### src/rtl/repair_seq_pkg.sv
package repair_seq_pkg;

  typedef enum logic [2:0] {
    ST_IDLE      = 3'd0,
    ST_BUSY      = 3'd1,
    ST_PASS      = 3'd2,
    ST_FAIL_OTP  = 3'd3,
    ST_UNREP     = 3'd4,
    ST_FULL      = 3'd5,
    ST_TIMEOUT   = 3'd6,
    ST_PROG_FAIL = 3'd7
  } rs_status_e;

  typedef enum logic [2:0] {
    F_IDLE = 3'd0,
    F_OTP  = 3'd1,
    F_MT   = 3'd2,
    F_RA   = 3'd3,
    F_PG   = 3'd4
  } rs_fsm_e;

  localparam int unsigned NUM_ENG = 4;
  localparam int unsigned E_OTP   = 0;
  localparam int unsigned E_MT    = 1;
  localparam int unsigned E_RA    = 2;
  localparam int unsigned E_PG    = 3;

  // Engine index served by a wait state.
  function automatic logic [1:0] phase_of(input rs_fsm_e s);
    case (s)
      F_MT:    return 2'd1;
      F_RA:    return 2'd2;
      F_PG:    return 2'd3;
      default: return 2'd0;
    endcase
  endfunction

  // Timeout rule: zero limit disables, else expire once the count reaches the limit.
  function automatic logic wait_expired(input logic [31:0] cnt, input logic [31:0] lim);
    return (lim != 32'd0) && (cnt >= lim);
  endfunction

  // Region a programming step targets: 0 for factory, next fresh slot for field.
  function automatic logic [31:0] next_region(input logic [31:0] used, input logic field);
    return field ? used + 32'd1 : 32'd0;
  endfunction

endpackage

### src/rtl/repair_seq_timer.sv
module repair_seq_timer #(
  parameter int unsigned TW = 16
) (
  input  logic          clk,
  input  logic          rst_n,
  input  logic          restart,
  input  logic          run,
  input  logic [TW-1:0] lim,
  output logic          expired
);
  import repair_seq_pkg::*;

  logic [TW-1:0] cnt_q;

  always_ff @(posedge clk or negedge rst_n) begin
    if (!rst_n)                 cnt_q <= '0;
    else if (restart)           cnt_q <= '0;
    else if (run && !(&cnt_q))  cnt_q <= cnt_q + 1'b1;
  end

  assign expired = run && wait_expired(32'(cnt_q), 32'(lim));

  // a zero limit never lets a wait expire
  a_r10_zero_disables: assert property (@(posedge clk) disable iff (!rst_n)
    (lim == '0) |-> !expired);

  // the count starts again from zero after every launch
  a_r10_restart_clears: assert property (@(posedge clk) disable iff (!rst_n)
    restart |=> (cnt_q == '0));

endmodule

### src/rtl/repair_seq_region.sv
module repair_seq_region #(
  parameter int unsigned N_INC = 7,
  localparam int unsigned RW   = $clog2(N_INC + 1)
) (
  input  logic          clk,
  input  logic          rst_n,
  input  logic          commit,
  output logic [RW-1:0] used,
  output logic          full
);

  logic [RW-1:0] used_q;

  always_ff @(posedge clk or negedge rst_n) begin
    if (!rst_n)                   used_q <= '0;
    else if (commit && !full)     used_q <= used_q + 1'b1;
  end

  assign used = used_q;
  assign full = (32'(used_q) >= N_INC);

  // the pointer never passes the number of incremental regions
  a_r9_never_over: assert property (@(posedge clk) disable iff (!rst_n)
    32'(used_q) <= N_INC);

  // the pointer only ever advances by one
  a_r8_step_one: assert property (@(posedge clk) disable iff (!rst_n)
    (used_q != $past(used_q)) |-> (used_q == $past(used_q) + 1'b1));

  // a commit is never requested on a full pointer
  a_r9_commit_not_full: assert property (@(posedge clk) disable iff (!rst_n)
    commit |-> !full);

endmodule

### src/rtl/repair_seq.sv
module repair_seq #(
  parameter int unsigned N_INC = 7,
  parameter int unsigned TW    = 16,
  localparam int unsigned RW   = $clog2(N_INC + 1)
) (
  input  logic          clk,
  input  logic          rst_n,
  input  logic          start,
  input  logic          field_mode,
  input  logic [TW-1:0] timeout_lim,
  output logic          otp_start,
  input  logic          otp_done,
  input  logic          otp_pass,
  output logic          mt_start,
  input  logic          mt_done,
  input  logic          mt_pass,
  output logic          ra_start,
  input  logic          ra_done,
  input  logic          ra_ok,
  output logic          pg_start,
  output logic [RW-1:0] pg_region,
  input  logic          pg_done,
  input  logic          pg_pass,
  output logic          busy,
  output logic [2:0]    status,
  output logic [1:0]    tmo_phase,
  output logic [RW-1:0] inc_used
);
  import repair_seq_pkg::*;

  rs_fsm_e              fsm_q, fsm_n;
  rs_status_e           status_q, status_n;
  logic [NUM_ENG-1:0]   strb_q, strb_n;
  logic [NUM_ENG-1:0]   done_v, pass_v;
  logic                 mode_q, mode_n;
  logic                 clean_q, clean_n;
  logic [1:0]           tph_q, tph_n;
  logic [RW-1:0]        region_q, region_n;
  logic [1:0]           cur_idx;
  logic                 cur_done, cur_pass;
  logic                 expired, commit, full;
  logic [RW-1:0]        used;

  assign done_v   = {pg_done, ra_done, mt_done, otp_done};
  assign pass_v   = {pg_pass, ra_ok,   mt_pass, otp_pass};
  assign cur_idx  = phase_of(fsm_q);
  assign cur_done = (fsm_q != F_IDLE) && done_v[cur_idx];
  assign cur_pass = pass_v[cur_idx];

  repair_seq_timer #(.TW(TW)) u_timer (
    .clk     (clk),
    .rst_n   (rst_n),
    .restart (|strb_n),
    .run     (fsm_q != F_IDLE),
    .lim     (timeout_lim),
    .expired (expired)
  );

  repair_seq_region #(.N_INC(N_INC)) u_region (
    .clk    (clk),
    .rst_n  (rst_n),
    .commit (commit),
    .used   (used),
    .full   (full)
  );

  always_comb begin
    fsm_n    = fsm_q;
    status_n = status_q;
    strb_n   = '0;
    mode_n   = mode_q;
    clean_n  = clean_q;
    tph_n    = tph_q;
    region_n = region_q;
    commit   = 1'b0;
    if (fsm_q == F_IDLE) begin
      if (start) begin
        fsm_n         = F_OTP;
        strb_n[E_OTP] = 1'b1;
        status_n      = ST_BUSY;
        mode_n        = field_mode;
        clean_n       = 1'b0;
        tph_n         = '0;
      end
    end else if (cur_done) begin
      fsm_n = F_IDLE;
      case (fsm_q)
        F_OTP: begin
          if (cur_pass) begin
            fsm_n        = F_MT;
            strb_n[E_MT] = 1'b1;
            clean_n      = 1'b1;
          end else begin
            status_n = ST_FAIL_OTP;
          end
        end
        F_MT: begin
          if (cur_pass) begin
            status_n = ST_PASS;
          end else begin
            fsm_n        = F_RA;
            strb_n[E_RA] = 1'b1;
          end
        end
        F_RA: begin
          if (!cur_pass) begin
            status_n = ST_UNREP;
          end else if (mode_q && full) begin
            status_n = ST_FULL;
          end else begin
            fsm_n        = F_PG;
            strb_n[E_PG] = 1'b1;
            region_n     = RW'(next_region(32'(used), mode_q));
          end
        end
        F_PG: begin
          if (cur_pass) begin
            status_n = ST_PASS;
            commit   = mode_q;
          end else begin
            status_n = ST_PROG_FAIL;
          end
        end
        default: status_n = ST_IDLE;
      endcase
    end else if (expired) begin
      fsm_n    = F_IDLE;
      status_n = ST_TIMEOUT;
      tph_n    = cur_idx;
    end
  end

  always_ff @(posedge clk or negedge rst_n) begin
    if (!rst_n) begin
      fsm_q    <= F_IDLE;
      status_q <= ST_IDLE;
      strb_q   <= '0;
      mode_q   <= 1'b0;
      clean_q  <= 1'b0;
      tph_q    <= '0;
      region_q <= '0;
    end else begin
      fsm_q    <= fsm_n;
      status_q <= status_n;
      strb_q   <= strb_n;
      mode_q   <= mode_n;
      clean_q  <= clean_n;
      tph_q    <= tph_n;
      region_q <= region_n;
    end
  end

  assign otp_start = strb_q[E_OTP];
  assign mt_start  = strb_q[E_MT];
  assign ra_start  = strb_q[E_RA];
  assign pg_start  = strb_q[E_PG];
  assign pg_region = region_q;
  assign busy      = (fsm_q != F_IDLE);
  assign status    = status_q;
  assign tmo_phase = tph_q;
  assign inc_used  = used;

  // at most one engine is launched in any cycle
  a_r2_one_launch: assert property (@(posedge clk) disable iff (!rst_n)
    $onehot0({otp_start, mt_start, ra_start, pg_start}));

  // the SRAM test never starts without a clean OTP phase in this run
  a_r3_mt_needs_otp: assert property (@(posedge clk) disable iff (!rst_n)
    mt_start |-> clean_q);

  // programming is launched only straight after analysis
  a_r4_pg_after_ra: assert property (@(posedge clk) disable iff (!rst_n)
    pg_start |-> ($past(fsm_q) == F_RA));

  // factory runs always target region zero
  a_r7_factory_region0: assert property (@(posedge clk) disable iff (!rst_n)
    (pg_start && !mode_q) |-> (pg_region == '0));

  // field runs never target region zero
  a_r8_field_fresh: assert property (@(posedge clk) disable iff (!rst_n)
    (pg_start && mode_q) |-> (pg_region != '0));

  // an unanswered wait past its limit ends in the timeout status
  a_r10_timeout_named: assert property (@(posedge clk) disable iff (!rst_n)
    (busy && !cur_done && expired) |=> (status == 3'd6 && tmo_phase == $past(cur_idx)));

  // the outcome is held while idle and no start arrives
  a_r12_hold: assert property (@(posedge clk) disable iff (!rst_n)
    (!busy && !start) |=> $stable(status));

endmodule

### config.mk
export PLATFORM = sky130hd
export DESIGN_NAME = repair_seq
export DESIGN_NICKNAME = d
export VERILOG_FILES = /design/src/rtl/repair_seq_pkg.sv /design/src/rtl/repair_seq_timer.sv /design/src/rtl/repair_seq_region.sv /design/src/rtl/repair_seq.sv
export SDC_FILE = /design/constraint.sdc
export NUM_CORES = 1
export LEC_CHECK = 0
export CORE_ASPECT_RATIO = 1.75
export CORE_UTILIZATION = 40
export CTS_CLUSTER_SIZE = 20
export DETAILED_ROUTE_END_ITERATION = 10
export MAX_ROUTING_LAYER = met4
export PLACE_DENSITY = 0.67
export SETUP_SLACK_MARGIN = 0.02
export SLEW_MARGIN = 0
export SYNTH_ARGS = -nofsm -noshare
export SYNTH_HDL_FRONTEND = slang
export SYNTH_SLANG_ARGS = --single-unit
### constraint.sdc
create_clock -name clk -period 2 [get_ports clk]
set_input_delay 0.3 -clock clk [delete_from_list [all_inputs] [get_ports clk]]
set_output_delay 0.3 -clock clk [all_outputs]
set_load 0.01 [all_outputs]
# [Yosys cells after proc, flatten, opt, wreduce, memory -nomap -nowiden]
# Index checks and enable logic that the tools add are counted.
[word_totals] romBits=0 mem_bits_rw=0 memories=0 regBits=35 input_bits=28 elab_cells=91 out_inout_bits=16 latch_bits=0
[classes] reduce_logical=21 n_shift=0 n_bitwise=2 n_mul=0 n_eq_ne=9 muxes=45 order_cmp=3 n_div=0 add_sub_neg=3
[ops] operator="$mux 3" count=17
[ops] operator="$mux 16" count=2
[ops] operator="$add 16x1->16 const B" count=1
[ops] operator="$ge 16x16->1" count=1
[ops] operator="$reduce_and 16->1" count=1
[ops] operator="$reduce_bool 16->1" count=1
[ops] operator="$mux 1" count=15
[ops] operator="$mux 2" count=6
[ops] operator="$pmux 3 s4" count=1
[ops] operator="$reduce_and 5->1" count=2
[ops] operator="$pmux 3 s3" count=1
[ops] operator="$ne 4x4->1 const B" count=2
[ops] operator="$add 3x1->3 const B" count=2
[ops] operator="$eq 3x2->1 const B" count=2
[ops] operator="$logic_and 1x1->1" count=6
[ops] operator="$pmux 2 s3" count=1
[ops] operator="$reduce_bool 3->1" count=2
[ops] operator="$ne 5x5->1 const B" count=1
[ops] operator="$bmux 1 s2" count=2
[ops] operator="$reduce_and 2->1" count=2
[ops] operator="$reduce_bool 2->1" count=2
[ops] operator="$reduce_or 4->1" count=1
[ops] operator="$eq 3x1->1 const B" count=1
[ops] operator="$eq 3x3->1 const B" count=1
[ops] operator="other kinds (8)" count=10

# [Longest topological paths before layout]
[depth] word_depth=10 ltp_mapped=9 depth_no_buf=8

# [Modules after synthesis]
# Synthesis repeated with hierarchy kept, for this count alone.
[unflattened] hier_cells=266 area_unflattened_um2=2464.9
[modules_own_cells] mod="repair_seq_timer" cells_each=145 area_per_inst_um2=1282.5 instances=1 seq_area_each_um2=400.4
[modules_own_cells] mod="repair_seq" cells_each=105 area_per_inst_um2=1011.0 instances=1 seq_area_each_um2=400.4
[modules_own_cells] mod="repair_seq_region" cells_each=16 area_per_inst_um2=171.4 instances=1 seq_area_each_um2=75.1

# [Least setup slack after synthesis]
# OpenSTA, ideal clock, no wires.
[synth_timing] kind="register -> register" startpoint="register u_timer.cnt_q[10]" endpoint="register status_q[0] (netlist: status[0])" period_less_slack_ns=2.262 t_arrival_ns=2.137 setup_time_ns=0.125 path_stages_with_launch=8 n_path_buf=0 slack_ns=-0.262 required_time_ns=1.875 cell_sequence="dfrtp_1 -> ha_1 -> and4_2 -> o211ai_2 -> or4_4 -> a31oi_4 -> o31ai_4 -> mux2_4"
[synth_between] elab_chain_len=5
[synth_lines] item="start: declaration" line="repair_seq_timer.sv:13" rtl="logic [TW-1:0] cnt_q;"
[synth_lines] item="start signal: assignment" line="repair_seq_timer.sv:18" rtl="else if (run && !(&cnt_q)) cnt_q <= cnt_q + 1'b1;"
[synth_lines] item="$ge 16x16->1" line="repair_seq_pkg.sv:40" rtl="return (lim != 32'd0) && (cnt >= lim);"
[synth_lines] item="$logic_and 1x1->1" line="repair_seq_pkg.sv:40"
[synth_lines] item="$logic_and 1x1->1" line="repair_seq_timer.sv:21" rtl="assign expired = run && wait_expired(32'(cnt_q), 32'(lim));"
[synth_lines] item="$reduce_bool 3->1 (no source line)"
[synth_lines] item="$reduce_and 5->1 (no source line)"
[synth_lines] item="end signal: assignment" line="repair_seq.sv:144" rtl="status_q <= status_n;"
[synth_lines] item="end: declaration" line="repair_seq.sv:32" rtl="rs_status_e status_q, status_n;"
# No other way between the ends.
# A chain may end at the register's enable or synchronous reset.

# [Worst setup path after layout]
[layout_timing] startpoint="input port timeout_lim[1]" endpoint="register status_q[0] (netlist: status[0])"
[layout_between] elab_chain_len=5 word_cells_on_any_way=6 classes_between="order compare: 1; reduce/logical: 5"
[layout_lines] item="start: declaration" line="repair_seq.sv:10" rtl="input logic [TW-1:0] timeout_lim,"
[layout_lines] item="$ge 16x16->1 or $reduce_bool 16->1 (tied branches)" line="repair_seq_pkg.sv:40"
[layout_lines] item="$logic_and 1x1->1 (*)" line="repair_seq_pkg.sv:40"
[layout_lines] item="$logic_and 1x1->1 (*)" line="repair_seq_timer.sv:21"
[layout_lines] item="$reduce_bool 3->1 (no source line) (*)"
[layout_lines] item="$reduce_and 5->1 (no source line) (*)"
# Mark *: on every way between the ends. The rest lies on a longest branch, timed or not.

==> run metrics <==
Worst Tran Pin Value 0.485 ns; dpl hpwl roughly 4700 um; Total Wirelength 6780 um; Detailed Routing Iterations Pass 1 4; LEAKAGE 1.74 nW; Die Ht 103 um; global-route wire length before repair 9910 um; latest clock arrival within the worst-skew pair 0.30 ns; fraction of power consumed by the clock network 18.7%; input/output buffers 43; worst-path maximum fanout 4; number of H-tree levels 2; number of unique standard cell types used by synthesis 55; relative contribution of combinational cells to total power 58.0%; filler instances 428; Worst Hold Margin 0.408 ns; switching pwr 0.00163 W; post-CTS clock slew at the launch and capture registers of the worst setup and hold paths 0.09 ns; run status finished with violations; Initial Util 41.7%; post-synthesis cell area about 2300 um2; net count after synthesis approximately 300; top cell type by total area after synthesis dfrtp_1; highest achievable clock rate 442 MHz; Setup WS post-layout -0.264 ns; multi-input gate area in the final layout 1790 um2; Hold WC Path Type in2async; failing checks setup timing; kind of end point of the critical path flip-flop; total power density per cell area 1090 nW/um2; reg-to-reg critical path endpoint status[0]$_DFFE_PN0P_; Worst Setup Start Kind primary input; number of design-rule violations left by the first detailed-router iteration 43; Min Clock Period, post-route 2.26 ns; number of pins exceeding their max-slew limit in the final report 0; share of final-layout standard cells stronger than drive strength 1 42.4%; leading post-synthesis cells by cell area dfrtp_1 (37%), ha_1 (10%), nor2_1 (4.3%); Synth async-reset ratio between 90% and 100%; worst ir drop on vdd 708 uV; switching fraction of total power 38.7%; area taken by flip-flops and latches 877 um2; Max Cap Violations 0; standard-cell rows 36; worst clock skew on the final layout 0.0135 ns; cell internal power dissipation between 0.002 and 0.003 W; Fin. Hold Viols 0; count of mapped cells out of synthesis approximately 250; setup repair after global routing missed its margin yes; max-slew headroom at the worst pin around 68%; Wirelength per Cell 15.7 um; count of synthesis-stage warnings from yosys 0; via count ~2300; placeable core area 5630 um2; type of the setup path with the least slack in2reg; Reg2Reg Depth 7; part of the Yosys area used for sequential elements 37.3%; Worst R2R Setup Slack -0.26 ns; register share of total power 23.3%; sink count of the clock tree 35; pin count of the biggest net entering global routing 36; Clk Tree Root Cell clkbuf_8; placer's final routability congestion estimate around 0.9; IO Count 44; Final Cycle Share 113%; overall fraction of global-route tracks in use 22.7%; TritonCTS clock tree yes; data required time at the worst endpoint 2.19 ns; via count of the first global-routing pass 2228; count of state elements after synthesis 35; count of antenna-violating nets left after detailed routing 0; layout overhead on the synthesized area 64.9%; CTS max path bufs 2; crit path DAT 2.46 ns; total overflow reported by the global router 0; post-detailed-route DRC marker count 0; Post-Place Setup Slack -0.697 ns; fin nets between 400 and 500; number of enable flip-flop cells after synthesis 0; hold_buf cts 0; Mapped Avg Cell Area 9.47 um2; Inserted Diodes 0; fraction of post-synthesis cell area in the top cell type by area a little under two fifths; Vias/cell 5.24; Worst R2R Start u_timer.cnt_q[15]$_DFFE_PN0P_; die boundary width 59.9 um; antenna violations before repair 0; Die Outline Area about 6200 um2; number of clock buffers inserted by TritonCTS 5; dominant synthesized flop cell dfrtp_1; number of setup violations in the final report 9
==> power by group through the flow <==
stage                     Sequential [W]  Clock, W  Combinational (W)
after CTS                       0.000975  0.000804            0.00199
after floorplan                  0.00103         0            0.00104
final                           0.000982  0.000785            0.00244
after global routing             0.00100  0.000835            0.00263
after global placement          0.000984         0            0.00189
after detailed placement        0.000984         0            0.00192
==> Yosys cell counts (5+ instances only) <==
library cell,instances
dfrtp_1,35
nor2_1,27
inv_1,24
nand2_1,22
ha_1,19
a21oi_1,11
xnor2_1,9
nand3_1,7
xor2_1,7
nor4_1,6
o21ai_0,6
and3_1,5
mux2i_1,5
nor2b_1,5
==> placed cells by master (no fill, tap or decap), drive strengths merged, types with 2 or more instances in the layout <==
cell type,instances
nand3,8
dfrtp,35
and2,4
o31ai,2
o311ai,2
ha,19
xnor2,9
a22oi,2
nor4,6
a211oi,3
o21ai,7
nand2,24
and4,5
buf,61
and3,5
dlygate4sd2,10
nor2,27
nor4b,2
mux2i,5
xor2,7
nor2b,5
a21oi,12
mux2,7
clkbuf,6
nand3b,3
bufinv,2
clkdlybuf4s50,31
inv,24
nand2b,2
nand4,3
a31oi,2
nor3,3
==> sequential cells by signal, indices dropped and copies added (netlist names) <==
register and flops:
tmo_phase 2, pg_region 3, u_region.used 3, status 3
u_timer.cnt_q 16, strb_q 4, mode_q 1, fsm_q 3
==> cells by family after synthesis <==
logic type	count (synthesis)	synth area share, %
simple gates	100	23.0
fa+ha+maj	19	10.1
flops	35	37.3
xor+xnor	16	5.97
mux	12	5.97
buf+inv	29	5.22
compound gates	37	12.5
==> through the flow <==
stage                     instances  power, W  instance area, um2  utilization, %  setup TNS, ns
final                           432   0.00421                3870            68.8          -1.58
after detailed placement        413   0.00290                3260            57.9         -11.33
after CTS                       423   0.00377                3500            62.2          -2.58
after floorplan                 248   0.00207                2380               -         -0.542
after global placement          413   0.00287                3260            57.9         -10.33
after global routing            432   0.00447                3870            68.8          -2.71
==> per-layer routing <==
metal / track usage [%] / wire, um
met1: 20.0 / 2380
met2: 43.2 / 3910
met3: 3.61 / 168
met4: 13.2 / 324
met5: - / 0
==> worst max-delay path by stage <==
stage	end	depth (start not counted)	slack (ns)	startpoint
finish	status[0]$_DFFE_PN0P_	8	-0.26	timeout_lim[1]
global placement	status[0]$_DFFE_PN0P_	9	-0.67	timeout_lim[14]
global route	status[1]$_DFFE_PN0P_	8	-0.35	u_timer.cnt_q[0]$_DFFE_PN0P_
detailed placement	status[2]$_DFFE_PN0P_	9	-0.70	timeout_lim[14]
CTS	status[2]$_DFFE_PN0P_	7	-0.38	u_timer.cnt_q[13]$_DFFE_PN0P_
floorplan	status[0]$_DFFE_PN0P_	7	-0.14	u_timer.cnt_q[14]$_DFFE_PN0P_
==> worst max-delay path, cell delays in order <==
cell	delay (ns)
clkdlybuf4s50_1	0.48
inv_1	0.05
ha_1	0.32
a2111oi_4	0.33
or4_4	0.20
a31oi_4	0.12
o31ai_4	0.34
mux2_4	0.33
==> repair_timing <==
item | 4_1_cts | 5_1_grt
resized for setup | 29 | 67
buffers inserted | 2 | 8
setup endpoints to repair | 28 | 31
pin swaps | 9 | 34
cloned | 0 | 1
==> area by class of cell <==
type | count | share of cell area [%]
clock inverters | 3 | 1.74
multi-input cells | 185 | 46.2
flip-flops and latches | 35 | 22.6
repair buffers | 104 | 22.8
inverters | 24 | 2.33
well taps | 76 | 2.45
clock buffers | 5 | 1.78
No activity file was read; power rests on OpenSTA's default activity.
